<file path="config.mk">
export PLATFORM = sky130hd
export DESIGN_NAME = t1_tx_frame_timer
export DESIGN_NICKNAME = d
export VERILOG_FILES = /design/src/rtl/t1_tx_pkg.sv /design/src/rtl/t1_tx_frame_counter.sv /design/src/rtl/t1_tx_chan_mask.sv /design/src/rtl/t1_tx_strobe_gen.sv /design/src/rtl/t1_tx_link_capture.sv /design/src/rtl/t1_tx_frame_timer.sv
export SDC_FILE = /design/constraint.sdc
export NUM_CORES = 1
export LEC_CHECK = 0
export BUFFER_PORTS_ARGS = -buffer_cell sky130_fd_sc_hd__buf_2
export CORE_ASPECT_RATIO = 1.2
export CORE_MARGIN = 3
export CORE_UTILIZATION = 30
export CTS_CLUSTER_SIZE = 40
export DETAILED_ROUTE_END_ITERATION = 8
export RECOVER_POWER = 100
export SLEW_MARGIN = 30
export SYNTH_ARGS = -nofsm -noshare
export SYNTH_HDL_FRONTEND = slang
export SYNTH_SLANG_ARGS = --single-unit
</file>
<file path="constraint.sdc">
create_clock -name clk -period 1.54 [get_ports clk]
set_clock_uncertainty 0.05 [all_clocks]
set_input_delay 0.077 -clock clk [delete_from_list [all_inputs] [get_ports clk]]
set_output_delay 0.077 -clock clk [all_outputs]
set_load 0.02 [all_outputs]
</file>
<file path="src/rtl/t1_tx_pkg.sv">
package t1_tx_pkg;

  localparam int CHANNELS    = 24;
  localparam int BITS_PER_CH = 8;
  localparam int FRAME_BITS  = 1 + CHANNELS * BITS_PER_CH;
  localparam int BIT_W       = $clog2(FRAME_BITS);
  localparam int ESF_FRAMES  = 24;
  localparam int D4_FRAMES   = 12;
  localparam int FRM_W       = $clog2(ESF_FRAMES + 1);
  localparam int SIG_PERIOD  = 6;
  localparam int ZB_PERIOD   = 4;

  typedef logic [BIT_W-1:0] bit_idx_t;
  typedef logic [FRM_W-1:0] frm_idx_t;

  typedef enum logic [1:0] {
    FMT_D4  = 2'd0,
    FMT_ESF = 2'd1,
    FMT_ZBT = 2'd2,
    FMT_ALT = 2'd3
  } fmt_e;

  // Frames in one multiframe for a given format.
  function automatic frm_idx_t mf_len(fmt_e f);
    return (f == FMT_D4) ? FRM_W'(D4_FRAMES) : FRM_W'(ESF_FRAMES);
  endfunction

  // Frame that follows fr, with multiframe wrap.
  function automatic frm_idx_t frm_succ(frm_idx_t fr, fmt_e f);
    return (fr >= mf_len(f)) ? FRM_W'(1) : fr + FRM_W'(1);
  endfunction

  // Frames whose framing bit carries link data.
  function automatic logic link_slot(frm_idx_t fr, fmt_e f);
    logic hit;
    case (f)
      FMT_D4:  hit = ~fr[0];
      FMT_ZBT: hit = ((fr % FRM_W'(ZB_PERIOD)) == '0);
      default: hit = fr[0];
    endcase
    return hit;
  endfunction

  function automatic logic sig_frame(frm_idx_t fr);
    return (fr != '0) && ((fr % FRM_W'(SIG_PERIOD)) == '0);
  endfunction

endpackage

</file>
<file path="src/rtl/t1_tx_frame_counter.sv">
module t1_tx_frame_counter
  import t1_tx_pkg::*;
#(
  parameter int FRAME_LEN  = FRAME_BITS,
  parameter int MAX_FRAMES = ESF_FRAMES
) (
  input  logic     clk,
  input  logic     rst_n,
  input  fmt_e     fmt,
  input  logic     sync_load,
  input  logic     sync_to_mf,
  output bit_idx_t bit_q,
  output frm_idx_t frm_q,
  output bit_idx_t bit_nxt,
  output frm_idx_t frm_nxt
);

  localparam bit_idx_t LAST_BIT = bit_idx_t'(FRAME_LEN - 1);
  localparam frm_idx_t TOP_FRM  = frm_idx_t'(MAX_FRAMES);

  frm_idx_t frm_step;

  always_comb begin
    frm_step = frm_succ(frm_q, fmt);
    bit_nxt  = bit_q + bit_idx_t'(1);
    frm_nxt  = frm_q;
    if (sync_load) begin
      bit_nxt = '0;
      frm_nxt = sync_to_mf ? frm_idx_t'(1) : frm_step;
    end else if (bit_q == LAST_BIT) begin
      bit_nxt = '0;
      frm_nxt = frm_step;
    end
  end

  always_ff @(posedge clk or negedge rst_n) begin
    if (!rst_n) begin
      bit_q <= LAST_BIT;
      frm_q <= TOP_FRM;
    end else begin
      bit_q <= bit_nxt;
      frm_q <= frm_nxt;
    end
  end

  assert_bit_range_R1: assert property (@(posedge clk) disable iff (!rst_n)
    bit_q <= LAST_BIT);

  assert_frame_range_R1: assert property (@(posedge clk) disable iff (!rst_n)
    (frm_q != '0) && (frm_q <= TOP_FRM));

  assert_wrap_R1: assert property (@(posedge clk) disable iff (!rst_n)
    (bit_q == LAST_BIT && !sync_load) |=> (bit_q == '0 && frm_q != $past(frm_q)));

  assert_mf_reload_R9: assert property (@(posedge clk) disable iff (!rst_n)
    (sync_load && sync_to_mf) |=> (bit_q == '0 && frm_q == frm_idx_t'(1)));

endmodule

</file>
<file path="src/rtl/t1_tx_chan_mask.sv">
module t1_tx_chan_mask #(
  parameter int CH = 24
) (
  input  logic          clk,
  input  logic          rst_n,
  input  logic          we,
  input  logic [CH-1:0] wdata,
  output logic [CH-1:0] mask_q
);

  logic [CH-1:0] mask_d;

  always_comb begin
    mask_d = mask_q;
    if (we) mask_d = wdata;
  end

  always_ff @(posedge clk or negedge rst_n) begin
    if (!rst_n) mask_q <= '0;
    else        mask_q <= mask_d;
  end

endmodule

</file>
<file path="src/rtl/t1_tx_strobe_gen.sv">
module t1_tx_strobe_gen
  import t1_tx_pkg::*;
#(
  parameter int CH        = CHANNELS,
  parameter int BPC       = BITS_PER_CH,
  parameter int FRAME_LEN = FRAME_BITS
) (
  input  logic          clk,
  input  logic          rst_n,
  input  fmt_e          fmt,
  input  bit_idx_t      bit_nxt,
  input  frm_idx_t      frm_nxt,
  input  logic [CH-1:0] mask,
  input  logic          sync_drv,
  input  logic          sync_mf,
  input  logic          sync_dbl,
  output logic          chan_clk_q,
  output logic          chan_blk_q,
  output logic          link_clk_q,
  output logic          sync_out_q
);

  localparam bit_idx_t LAST_BIT = bit_idx_t'(FRAME_LEN - 1);

  logic [CH-1:0] in_ch;
  logic [CH-1:0] lsb_hit;

  for (genvar c = 0; c < CH; c++) begin : g_ch
    localparam int FIRST_B = 1 + c * BPC;
    localparam int LAST_B  = (c + 1) * BPC;
    assign in_ch[c]   = (bit_nxt >= bit_idx_t'(FIRST_B)) && (bit_nxt <= bit_idx_t'(LAST_B));
    assign lsb_hit[c] = (bit_nxt == bit_idx_t'(LAST_B));
  end

  logic     is_fbit;
  frm_idx_t frm_after;
  logic     cclk_d, blk_d, lclk_d, sync_d;

  always_comb begin
    is_fbit   = (bit_nxt == '0);
    frm_after = frm_succ(frm_nxt, fmt);
    cclk_d    = |lsb_hit;
    blk_d     = |(in_ch & mask);
    lclk_d    = (bit_nxt == LAST_BIT) && link_slot(frm_after, fmt);
    if (!sync_drv) begin
      sync_d = 1'b0;
    end else if (sync_mf) begin
      sync_d = is_fbit && (frm_nxt == frm_idx_t'(1));
    end else begin
      sync_d = is_fbit || (sync_dbl && bit_nxt == bit_idx_t'(1) && sig_frame(frm_nxt));
    end
  end

  always_ff @(posedge clk or negedge rst_n) begin
    if (!rst_n) begin
      chan_clk_q <= 1'b0;
      chan_blk_q <= 1'b0;
      link_clk_q <= 1'b0;
      sync_out_q <= 1'b0;
    end else begin
      chan_clk_q <= cclk_d;
      chan_blk_q <= blk_d;
      link_clk_q <= lclk_d;
      sync_out_q <= sync_d;
    end
  end

  assert_lsb_single_R2: assert property (@(posedge clk) disable iff (!rst_n)
    chan_clk_q |=> !chan_clk_q);

  assert_link_clk_single_R4: assert property (@(posedge clk) disable iff (!rst_n)
    link_clk_q |=> !link_clk_q);

  assert_sync_quiet_R9: assert property (@(posedge clk) disable iff (!rst_n)
    !sync_drv |=> !sync_out_q);

endmodule

</file>
<file path="src/rtl/t1_tx_link_capture.sv">
module t1_tx_link_capture
  import t1_tx_pkg::*;
(
  input  logic     clk,
  input  logic     rst_n,
  input  fmt_e     fmt,
  input  bit_idx_t bit_q,
  input  frm_idx_t frm_q,
  input  logic     link_en,
  input  logic     link_din,
  output logic     link_bit_q,
  output logic     link_stb_q
);

  logic take;
  logic bit_d;

  always_comb begin
    take  = link_en && (bit_q == '0) && link_slot(frm_q, fmt);
    bit_d = take ? link_din : link_bit_q;
  end

  always_ff @(posedge clk or negedge rst_n) begin
    if (!rst_n) begin
      link_bit_q <= 1'b0;
      link_stb_q <= 1'b0;
    end else begin
      link_bit_q <= bit_d;
      link_stb_q <= take;
    end
  end

  assert_stb_gated_R5: assert property (@(posedge clk) disable iff (!rst_n)
    link_stb_q |-> $past(link_en));

endmodule

</file>
<file path="src/rtl/t1_tx_frame_timer.sv">
module t1_tx_frame_timer
  import t1_tx_pkg::*;
#(
  parameter int RST_STAGES = 2
) (
  input  logic                clk,
  input  logic                rst_n,
  input  logic [1:0]          fmt_sel,
  input  logic                sync_drive,
  input  logic                sync_mf,
  input  logic                sync_dbl,
  input  logic                sync_in,
  input  logic                link_en,
  input  logic                link_din,
  input  logic                mask_we,
  input  logic [CHANNELS-1:0] mask_wdata,
  output logic                sync_out,
  output logic                chan_clk,
  output logic                chan_blk,
  output logic                link_clk,
  output logic                link_bit,
  output logic                link_stb,
  output logic [BIT_W-1:0]    bit_idx,
  output logic [FRM_W-1:0]    frame_idx
);

  // Reset asserts asynchronously and is released on a clock edge.
  logic [RST_STAGES-1:0] rst_pipe;
  logic                  rst_s_n;

  always_ff @(posedge clk or negedge rst_n) begin
    if (!rst_n) rst_pipe <= '0;
    else        rst_pipe <= {rst_pipe[RST_STAGES-2:0], 1'b1};
  end
  assign rst_s_n = rst_pipe[RST_STAGES-1];

  fmt_e          fmt;
  logic          sync_load;
  bit_idx_t      bit_q, bit_nxt;
  frm_idx_t      frm_q, frm_nxt;
  logic [CHANNELS-1:0] mask_q;

  assign fmt       = fmt_e'(fmt_sel);
  assign sync_load = !sync_drive && sync_in;

  t1_tx_frame_counter #(
    .FRAME_LEN  (FRAME_BITS),
    .MAX_FRAMES (ESF_FRAMES)
  ) u_cnt (
    .clk        (clk),
    .rst_n      (rst_s_n),
    .fmt        (fmt),
    .sync_load  (sync_load),
    .sync_to_mf (sync_mf),
    .bit_q      (bit_q),
    .frm_q      (frm_q),
    .bit_nxt    (bit_nxt),
    .frm_nxt    (frm_nxt)
  );

  t1_tx_chan_mask #(.CH(CHANNELS)) u_mask (
    .clk    (clk),
    .rst_n  (rst_s_n),
    .we     (mask_we),
    .wdata  (mask_wdata),
    .mask_q (mask_q)
  );

  t1_tx_strobe_gen #(
    .CH        (CHANNELS),
    .BPC       (BITS_PER_CH),
    .FRAME_LEN (FRAME_BITS)
  ) u_strb (
    .clk        (clk),
    .rst_n      (rst_s_n),
    .fmt        (fmt),
    .bit_nxt    (bit_nxt),
    .frm_nxt    (frm_nxt),
    .mask       (mask_q),
    .sync_drv   (sync_drive),
    .sync_mf    (sync_mf),
    .sync_dbl   (sync_dbl),
    .chan_clk_q (chan_clk),
    .chan_blk_q (chan_blk),
    .link_clk_q (link_clk),
    .sync_out_q (sync_out)
  );

  t1_tx_link_capture u_link (
    .clk        (clk),
    .rst_n      (rst_s_n),
    .fmt        (fmt),
    .bit_q      (bit_q),
    .frm_q      (frm_q),
    .link_en    (link_en),
    .link_din   (link_din),
    .link_bit_q (link_bit),
    .link_stb_q (link_stb)
  );

  assign bit_idx   = bit_q;
  assign frame_idx = frm_q;

  assert_sync_ignored_R10: assert property (@(posedge clk) disable iff (!rst_s_n)
    (sync_drive && bit_q != bit_idx_t'(FRAME_BITS - 1)) |=> (bit_q == $past(bit_q) + bit_idx_t'(1)));

endmodule

</file>
==> results of run 1 <==
how the worst min path moves through the flow:
stage | from | end | slack [ps] | depth (start not counted)
4_1_cts | rst_n | rst_pipe[1] | 40 | 2
3_5_place_dp | rst_n | rst_pipe[0] | -180 | 1
5_1_grt | rst_n | rst_pipe[0] | 60 | 2
3_3_place_gp | rst_n | rst_pipe[0] | -190 | 1
2_1_floorplan | rst_n | rst_pipe[0] | -270 | 0
6_report | rst_n | rst_pipe[1] | 50 | 2
synthesized netlist by cell type, types with 3 or more instances:
| cell type | n |
|---|---|
| and2_1 | 3 |
| buf_4 | 3 |
| o22ai_1 | 6 |
| ha_1 | 11 |
| nor3_1 | 6 |
| clkbuf_1 | 4 |
| o31ai_1 | 3 |
| a21o_1 | 3 |
| inv_1 | 12 |
| nand4_1 | 6 |
| nand3_1 | 10 |
| buf_6 | 5 |
| a31oi_1 | 5 |
| a211oi_1 | 7 |
| dfrtp_1 | 41 |
| nand4b_1 | 5 |
| nand2_1 | 28 |
| nand2b_1 | 4 |
| nor4_1 | 6 |
| and3_1 | 6 |
| a21oi_1 | 8 |
| inv_2 | 4 |
| a22o_1 | 3 |
| nor2_2 | 3 |
| mux2_2 | 26 |
| o21ai_0 | 15 |
| nor2b_1 | 3 |
| mux2i_1 | 3 |
| nor2_1 | 20 |
| dfstp_2 | 4 |
| buf_2 | 6 |
| a22oi_1 | 3 |
| xnor2_1 | 7 |
flip-flops by register name (all words and copies together), names as in the netlist:
register	count
u_strb.chan_blk_q	1
u_link.link_bit_q	1
u_link.link_stb_q	1
u_cnt.frm_q	5
u_strb.chan_clk_q	1
u_strb.link_clk_q	1
rst_pipe	2
u_mask.mask_q	24
u_cnt.bit_q	8
u_strb.sync_out_q	1
power by group through the flow:
stage               combinational (mW)  clock [mW]  sequential, mW
CTS                               4.01        1.15            1.53
floorplan                         1.73           0            1.71
global placement                  3.35           0            1.55
global route                      4.49        1.20            1.56
finish                            4.20        1.12            1.54
detailed placement                3.38           0            1.56
metal layers:
metal	wire length, µm	part of all wire (%)
met1	4628	40
met2	6187	53
met5	0	0
met4	411	3.5
met3	396	3.4
area by class of cell:
class                           instances  share of cell area, %
Clock buffer                            7                  2.524
Clock inverter                          1                 0.1328
Inverter                               16                  1.328
Multi-Input combinational cell        258                  41.69
Sequential cell                        45                  20.17
Tap cell                              129                  2.856
Timing Repair Buffer                  225                  31.30
worst reg2reg max path, cell delays in order (launching register included):
cell,delay (ps)
dfrtp_2,430
nor4_4,370
a31o_4,250
nand4b_1,170
a21oi_4,240
a21o_1,170
ha_4,160
nand3_1,60
o21ai_1,90
ha_1,250
a2111o_1,370
a211oi_2,140
o21ai_1,80
o31ai_1,200
timing repair:
item | in CTS | in global routing
hold buffers | 26 | 0
endpoints found under the hold margin | 27 | 0
endpoints found under the setup margin | 17 | 19
setup buffers | 26 | 19
pin swaps | 30 | 28
resized for setup | 75 | 53
per-stage QoR:
stage	setup slack (ps)	TNS (ps)	total power, mW	instances	cell area (µm²)
after floorplan	-1835	-8286	3.443	338	3372
after global placement	-1596	-8905	4.905	616	4517
after detailed placement	-1746	-9532	4.936	616	4517
after CTS	-1598	-9534	6.694	676	5479
after global routing	-1773	-11400	7.251	681	5652
final	-1574	-9662	6.853	681	5652
kinds of logic after synthesis:
kind of cell             Yosys count  share of synthesized area [%]
adder cells (fa/ha/maj)           11                          4.202
AND/OR/NAND/NOR                  117                          20.70
XOR/XNOR                           9                          2.407
buffers and inverters             35                          5.729
multiplexers                      29                          9.855
other                              1                         0.1145
AO/OA/AOI/OAI                     91                          22.46
flip-flops                        45                          34.53
==> flow_summary.yaml, run 1 <==
hold_path:
  hold_class: "primary input to async pin"
clock_network:
  numClockSinks: 45
  htreeDepth: 2
  insertion_delay_ps: 290
  clk_path_buf_depth: 2
  cts_buffers: 5
  clk_pin_slew_ps: 70
  cts_root_buf: "clkbuf_16"
  cts_tree: "built"
synth:
  ys_seq_elements: 45
  synthDominantCellAreaShare_pct: 31.32
  synth_edf_count: 0
  synthTopCellsByArea: "dfrtp_1 (31%), mux2_2 (8.9%), ha_1 (4.2%)"
  yosys_warnings: 0
  ys_async_sr_fraction_pct: 100.0
  yosysUniqueCellTypes: 81
  ys_seq_area_share_pct: 34.53
  synth_area_mm2: 0.003276
  avgSynthCellArea_um2: 9.691
  syn_nets: 384
  synth_top_flop_cell: "dfrtp_1"
  synth_top_cell_by_area: "dfrtp_1"
  netlist_instances: 338
floorplanning:
  coreArea_mm2: 0.01057
  dieHeight_um: 120.5
  num_io_pins: 54
  die-area_mm2: 0.01221
  die_w_um: 101.4
  start_util_pct: 31.00
  core.rowCount: 41
critical_path:
  worstPathRequired_ps: 1680
  worstSetupStartpoint: "u_cnt.bit_q[3]"
  crit_buf_inv: 0
  worstReg2RegEnd: "u_strb.sync_out_q"
  rrSetupSlack_ps: -1570
  endpoint: "u_strb.sync_out_q"
  cp-end-kind: "flip-flop"
  critPathTopFamily: "compound AO/OA/AOI/OAI gates"
  rr_worst_depth: 13
  cp_common_cell: "o21ai_1"
  critical-path-slowest-cell: "dfrtp_2"
  worst_setup_path_start_kind: "flip-flop"
  cp_num_cells: 13
  worstPathCellList: "nor4_4 > a31o_4 > nand4b_1 > a21oi_4 > a21o_1 > ha_4 > nand3_1 > o21ai_1 > ha_1 > a2111o_1 > a211oi_2 > o21ai_1 > o31ai_1"
  cp_max_fo: 5
  criticalPathCategory: "flip-flop to flip-flop"
  arrival_ps: 3260
  reg2reg_from: "u_cnt.bit_q[3]"
  cpPeakStageDelay_ps: 430
status:
  violations: "setup timing"
  status: "complete, but fails checks"
grt:
  grt_pass1_wl_mm: 18.59
  grt_pass1_vias: 3731
  use_met3_pct: 2.481
  gr-max-usage-layer: "met2"
  grt_max_degree: 26
  antenna_found_initial: 0
  use_met1_pct: 22.48
  use_met2_pct: 35.15
  grt_use_total_pct: 19.22
  gr-total-overflow: 0
route:
  wl_per_cell_um: 17.07
  ant_nets: 0
  vias: 3584
  viasPerCell: 5.263
  drt_pass1_iterations: 4
  wirelength_mm: 11.62
  drt-initial-drc-count: 176
  route.detailed.drc: 0
finish:
  layout_common_cells: "buf_4 (99), buf_2 (42), dfrtp_1 (34)"
  final_nets: 597
  drive_gt1_share_pct: 55.07
  seq_area_mm2: 0.001140
  layout_commonest_cell: "buf_4"
  antenna_cells: 0
  post-route-util_pct: 53.48
  multi_input_area_mm2: 0.002356
  area_growth_pct: 72.54
  fillers: 968
sta:
  finalSetupViolCount: 18
  setup_ws_ps: -1574
  worst_slew_pin_slew_ps: 1027
  slew-limit-headroom_pct: 31.53
  fin_crit_ps: 3114
  hold_ws_ps: 49.74
  max_freq_ghz: 0.3212
  finalHoldViolCount: 0
  rsz0062_at_grt: "yes"
  fin_crit_sh_pct: 202.2
  slew_violations: 0
place:
  gp_congestion: 0.9021
  port_buffers: 53
  hpwl_mm: 8.339
power:
  power.density_mw_per_mm2: 1213
  swShare_pct: 39.53
  ir_drop_uv: 658.2
  switchingPower_mw: 2.709
  combPwrFrac_pct: 61.3
  power_frac_seq_pct: 22.4
  clockPowerShare_pct: 16.3
  p_int_mw: 4.144
  p_leak_nw: 2.463
job:
  max-cap-violations: 0
Power figures use the tool's default switching activity.
==> run 2, diff against run 1 <==
BUFFER_PORTS_ARGS = not set   (was -buffer_cell sky130_fd_sc_hd__buf_2)
DONT_BUFFER_PORTS = 1   (was not set)
MAX_ROUTING_LAYER = met4   (was not set)
==> run 2 against run 1 <==
Net effect: the flow finishes with violations (hold timing, setup timing); final area fell by 7.1%; count of clock-buffer cells in the layout fell by 1; combinational power fell by 3%; clock power rose by 13%; global-route usage fell by 0.85 points; fmax rose by 1.5%; largest cell class unchanged.
==> flow_summary.yaml, run 2 (same netlist as run 1, synthesis figures left out) <==
status:
  status: "complete, but fails checks"
  violations: "hold timing, setup timing"
sta:
  max_freq_ghz: 0.3260
  fin_crit_sh_pct: 199.2
  slew_violations: 0
  worst_slew_pin_slew_ps: 1006
  hold_ws_ps: -8.172
  finalHoldViolCount: 1
  slew-limit-headroom_pct: 32.95
  rsz0062_at_grt: "yes"
  setup_tns_ps: -9287
  finalSetupViolCount: 17
  setup_ws_ps: -1528
  fin_crit_ps: 3068
floorplanning:
  die-area_mm2: 0.01221
  dieHeight_um: 120.5
  core.rowCount: 41
  die_w_um: 101.4
  coreArea_mm2: 0.01057
  start_util_pct: 31.00
  num_io_pins: 54
finish:
  layout_common_cells: "buf_4 (91), dfrtp_1 (34), dlygate4sd3_1 (31)"
  regMostFlops: "u_mask.mask_q"
  antenna_cells: 0
  drive_gt1_share_pct: 49.49
  largest_reg_flops: 24
  layout_commonest_cell: "buf_4"
  area_growth_pct: 60.24
  final_nets: 534
  fillers: 990
  largestRegisters: "u_mask.mask_q (24), u_cnt.bit_q (8), u_cnt.frm_q (5)"
route:
  drt-initial-drc-count: 101
  route.detailed.drc: 0
  drt_pass1_iterations: 4
  viasPerCell: 5.351
  wl_per_cell_um: 17.86
  ant_nets: 0
  wirelength_mm: 11.04
  vias: 3307
critical_path:
  arrival_ps: 3210
  criticalPathCategory: "flip-flop to flip-flop"
  crit_buf_inv: 0
  worstPathCellList: "nor4_4 > a31o_4 > nand4b_1 > a21oi_4 > a21o_1 > ha_4 > nand3_2 > o21ai_1 > ha_1 > a2111o_1 > a211oi_2 > o21ai_1 > o31ai_1"
  cp_common_cell: "o21ai_1"
  cpPeakStageDelay_ps: 420
  cp_max_fo: 6
  worst_setup_path_start_kind: "flip-flop"
  critPathTopFamily: "compound AO/OA/AOI/OAI gates"
  worstPathRequired_ps: 1680
  cp-end-kind: "flip-flop"
  critical-path-slowest-cell: "dfrtp_2"
hold_path:
  hold_class: "primary input to flip-flop"
clock_network:
  clk_pin_slew_ps: 70
  cts_root_buf: "clkbuf_16"
  insertion_delay_ps: 290
  clk_path_buf_depth: 2
  cts_tree: "built"
  cts_buffers: 5
  htreeDepth: 2
  numClockSinks: 45
power:
  p_leak_nw: 2.174
  ir_drop_uv: 552.5
  power.density_mw_per_mm2: 1317
place:
  gp_congestion: 0.9320
  hpwl_mm: 8.159
  port_buffers: 0
grt:
  grt_pass1_wl_mm: 17.28
  gr-max-usage-layer: "met2"
  gr-total-overflow: 0
  grt_pass1_vias: 3493
  use_met3_pct: 2.539
  grt_use_total_pct: 18.38
  use_met1_pct: 20.80
  use_met2_pct: 32.94
  grt_max_degree: 26
  antenna_found_initial: 0
job:
  max-cap-violations: 0
run 2: cell types whose count changed in the layout (fill, tap and decap cells not counted), sizes merged:
cell | previous run | this run
buf | 179 | 117
dlygate4sd3 | 26 | 31
clkinv | 0 | 1
bufinv | 0 | 1
clkbuf | 27 | 20
clkinvlp | 1 | 0
run 2: report_power, final:
group	leakage, nW	internal [mW]	switching, mW
Clock	0.0810	0.771	0.487
Combinational	1.57	2.09	1.97
Sequential	0.528	1.38	0.208
run 2: area by class of cell:
type,count,area (µm²),area share (%)
clock inverters,2,38.79,0.7390
clock buffers,6,128.9,2.455
flip-flops and latches,45,1140,21.72
well taps,129,161.4,3.075
repair buffers,162,1388,26.44
multi-input cells,258,2317,44.15
inverters,16,75.07,1.430
run 2: layer usage:
metal | vias up | wire length, µm | share of wire [%]
li1 | 1574 | - | -
met1 | 1623 | 4318 | 39
met2 | 84 | 5927 | 54
met3 | 26 | 458 | 4.1
met4 | 0 | 335 | 3.0
met5 | - | 0 | 0
run 2: what timing repair did:
action                                 CTS  global route
hold buffers                            32             0
setup endpoints to repair               17            19
endpoints found under the hold margin   29             0
setup buffers                           14            12
pin swaps                               20            27
gates cloned                             0             0
gates resized for setup                 49            53
run 2: path summary, 6_finish.rpt:
path                       depth (start not counted)  slack (ps)            from           endpoint
max                                               13       -1530  u_cnt.bit_q[3]  u_strb.sync_out_q
min                                                2          -8      fmt_sel[0]  u_strb.link_clk_q
max reg2reg                                       13       -1530  u_cnt.bit_q[3]  u_strb.sync_out_q
min reg2reg                                        0         300     rst_pipe[0]        rst_pipe[1]
max in group asynchronous                          1         360     rst_pipe[1]   u_mask.mask_q[2]
min in group asynchronous                          1         320     rst_pipe[1]  u_mask.mask_q[22]
run 2: through the flow:
step	cells	area (µm²)	total power, mW	utilization (%)	setup slack, ps
3_3_place_gp	560	4229	4.763	40.02	-1569
5_1_grt	618	5249	7.334	49.67	-1708
3_5_place_dp	560	4229	4.790	40.02	-1676
2_1_floorplan	338	3372	3.443	-	-1835
6_report	618	5249	6.912	49.67	-1528
4_1_cts	612	5017	6.612	47.48	-1527
==> run 3, diff against run 2 <==
CELL_PAD_IN_SITES_DETAIL_PLACEMENT = 1   (was not set)
CELL_PAD_IN_SITES_GLOBAL_PLACEMENT = 2   (was not set)
PLACE_DENSITY_LB_ADDON = 0.1   (was not set)
==> run 3 against run 2 <==
Net effect: critical endpoint is now u_strb.chan_blk_q; global-route usage grew 3.4 points; the run ends with setup timing left; utilization is 2.4 points higher; power rose by 3.2%; worst hold slack better by 9.3 ps; critical path type unchanged.
==> flow_summary.yaml, run 3 (same netlist as run 1, synthesis figures left out) <==
status:
  status: "complete, but fails checks"
  violations: "setup timing"
sta:
  fin_crit_sh_pct: 204.1
  fin_crit_ps: 3143
  setup_ws_ps: -1603
  finalSetupViolCount: 16
  max_freq_ghz: 0.3181
  worst_slew_pin_slew_ps: 1144
  finalHoldViolCount: 0
  rsz0062_at_grt: "yes"
  slew-limit-headroom_pct: 23.75
  setup_tns_ps: -9908
  slew_violations: 0
floorplanning:
  core.rowCount: 41
  num_io_pins: 54
  start_util_pct: 31.00
  coreArea_mm2: 0.01057
  dieHeight_um: 120.5
  die-area_mm2: 0.01221
  die_w_um: 101.4
power:
  ir_drop_uv: 421.8
  p_leak_nw: 2.347
  power.density_mw_per_mm2: 1297
  power_mw: 7.136
place:
  port_buffers: 0
  dp.cells: 570
  hpwl_mm: 9.169
  gp_congestion: 0.9158
  preCtsSetupSlack_ps: -1673
critical_path:
  worst_setup_path_start_kind: "flip-flop"
  criticalPathCategory: "flip-flop to flip-flop"
  rrSetupSlack_ps: -1600
  endpoint: "u_strb.chan_blk_q"
  rr_worst_depth: 10
  worstReg2RegEnd: "u_strb.chan_blk_q"
  arrival_ps: 3260
  reg2reg_from: "u_cnt.bit_q[2]"
  cp_max_fo: 8
  worstSetupStartpoint: "u_cnt.bit_q[2]"
  worstPathRequired_ps: 1650
  cp-end-kind: "flip-flop"
finish:
  largest_reg_flops: 24
  area_growth_pct: 67.91
  layout_common_cells: "buf_4 (108), dfrtp_1 (34), dlygate4sd3_1 (31)"
  drive_gt1_share_pct: 53.61
  final_nets: 558
  stdcell_count: 642
  largestRegisters: "u_mask.mask_q (24), u_cnt.bit_q (8), u_cnt.frm_q (5)"
  layout_commonest_cell: "buf_4"
  antenna_cells: 0
  post-route-util_pct: 52.05
  regMostFlops: "u_mask.mask_q"
  fillers: 1172
clock_network:
  cts_root_buf: "clkbuf_16"
  cts_buffers: 5
  numClockSinks: 45
  clk_pin_slew_ps: 70
  htreeDepth: 2
  cts_tree: "built"
  insertion_delay_ps: 300
  clk_path_buf_depth: 2
route:
  drt-initial-drc-count: 87
  viasPerCell: 5.296
  wirelength_mm: 12.86
  drt_pass1_iterations: 4
  wl_per_cell_um: 20.03
  ant_nets: 0
  route.detailed.drc: 0
  vias: 3400
grt:
  grt_use_total_pct: 21.80
  grt_pass1_vias: 3731
  grt_pass1_wl_mm: 19.93
  gr-total-overflow: 0
  grt_max_degree: 44
  antenna_found_initial: 0
hold_path:
  hold_class: "primary input to flip-flop"
job:
  max-cap-violations: 0
run 3: cell types whose count changed in the layout (fill, tap and decap cells not counted), sizes merged:
cell / change
clkbuf: +3
clkinv: +1
bufinv: -1
buf: +20
inv: +1
run 3: how the worst min path moves through the flow:
stage | end | slack (ps) | startpoint | cells after the start
after floorplan | rst_pipe[0] | -270 | rst_n | 0
after global placement | rst_pipe[0] | -270 | rst_n | 0
after detailed placement | rst_pipe[0] | -270 | rst_n | 0
after CTS | u_strb.link_clk_q | 10 | fmt_sel[0] | 3
after global routing | u_strb.link_clk_q | 9 | fmt_sel[0] | 3
final | u_strb.link_clk_q | 1 | fmt_sel[0] | 3
run 3: layout make-up:
class,instances,area [µm²],share of cell area (%)
Clock buffer,5,125.1,2.275
Clock inverter,3,26.28,0.4777
Inverter,16,70.07,1.274
Multi-Input combinational cell,258,2377,43.22
Sequential cell,45,1140,20.72
Tap cell,129,161.4,2.934
Timing Repair Buffer,186,1600,29.09
run 3: routing by layer:
layer  vias to the layer above  global-route usage, %  wire, µm
li1                       1623                      -         -
met3                        23                  3.405       359
met4                         0                  7.481       344
met2                        62                  38.38      6898
met1                      1692                  24.90      5260
met5                         -                      -         0
run 3: critical path: stages, from the launching register on:
cell	delay, ps
dfrtp_2	430
buf_6	120
clkbuf_2	250
and4_4	290
a22o_1	230
a211oi_4	430
buf_4	210
o22ai_4	60
a221oi_2	250
nand4b_1	130
or4b_4	550
run 3: what timing repair did:
item,4_1_cts,5_1_grt
hold endpoints to repair,30,0
pin swaps,26,26
buffers inserted,21,16
gates cloned,0,1
setup endpoints to repair,16,16
resized for setup,77,39
hold buffers,32,0
run 3: through the flow:
stage	instance area, µm²	hold slack [ps]
after floorplan	3372	-268.6
after CTS	5278	10.15
after detailed placement	4329	-268.5
after global placement	4329	-268.5
final	5500	1.107
after global routing	5500	9.238
run 3: report_power, final:
| part | switching (mW) | total, mW | internal [mW] |
|---|---|---|---|
| sequential | 0.201 | 1.58 | 1.38 |
| combinational | 2.13 | 4.41 | 2.28 |
| clock | 0.523 | 1.14 | 0.615 |
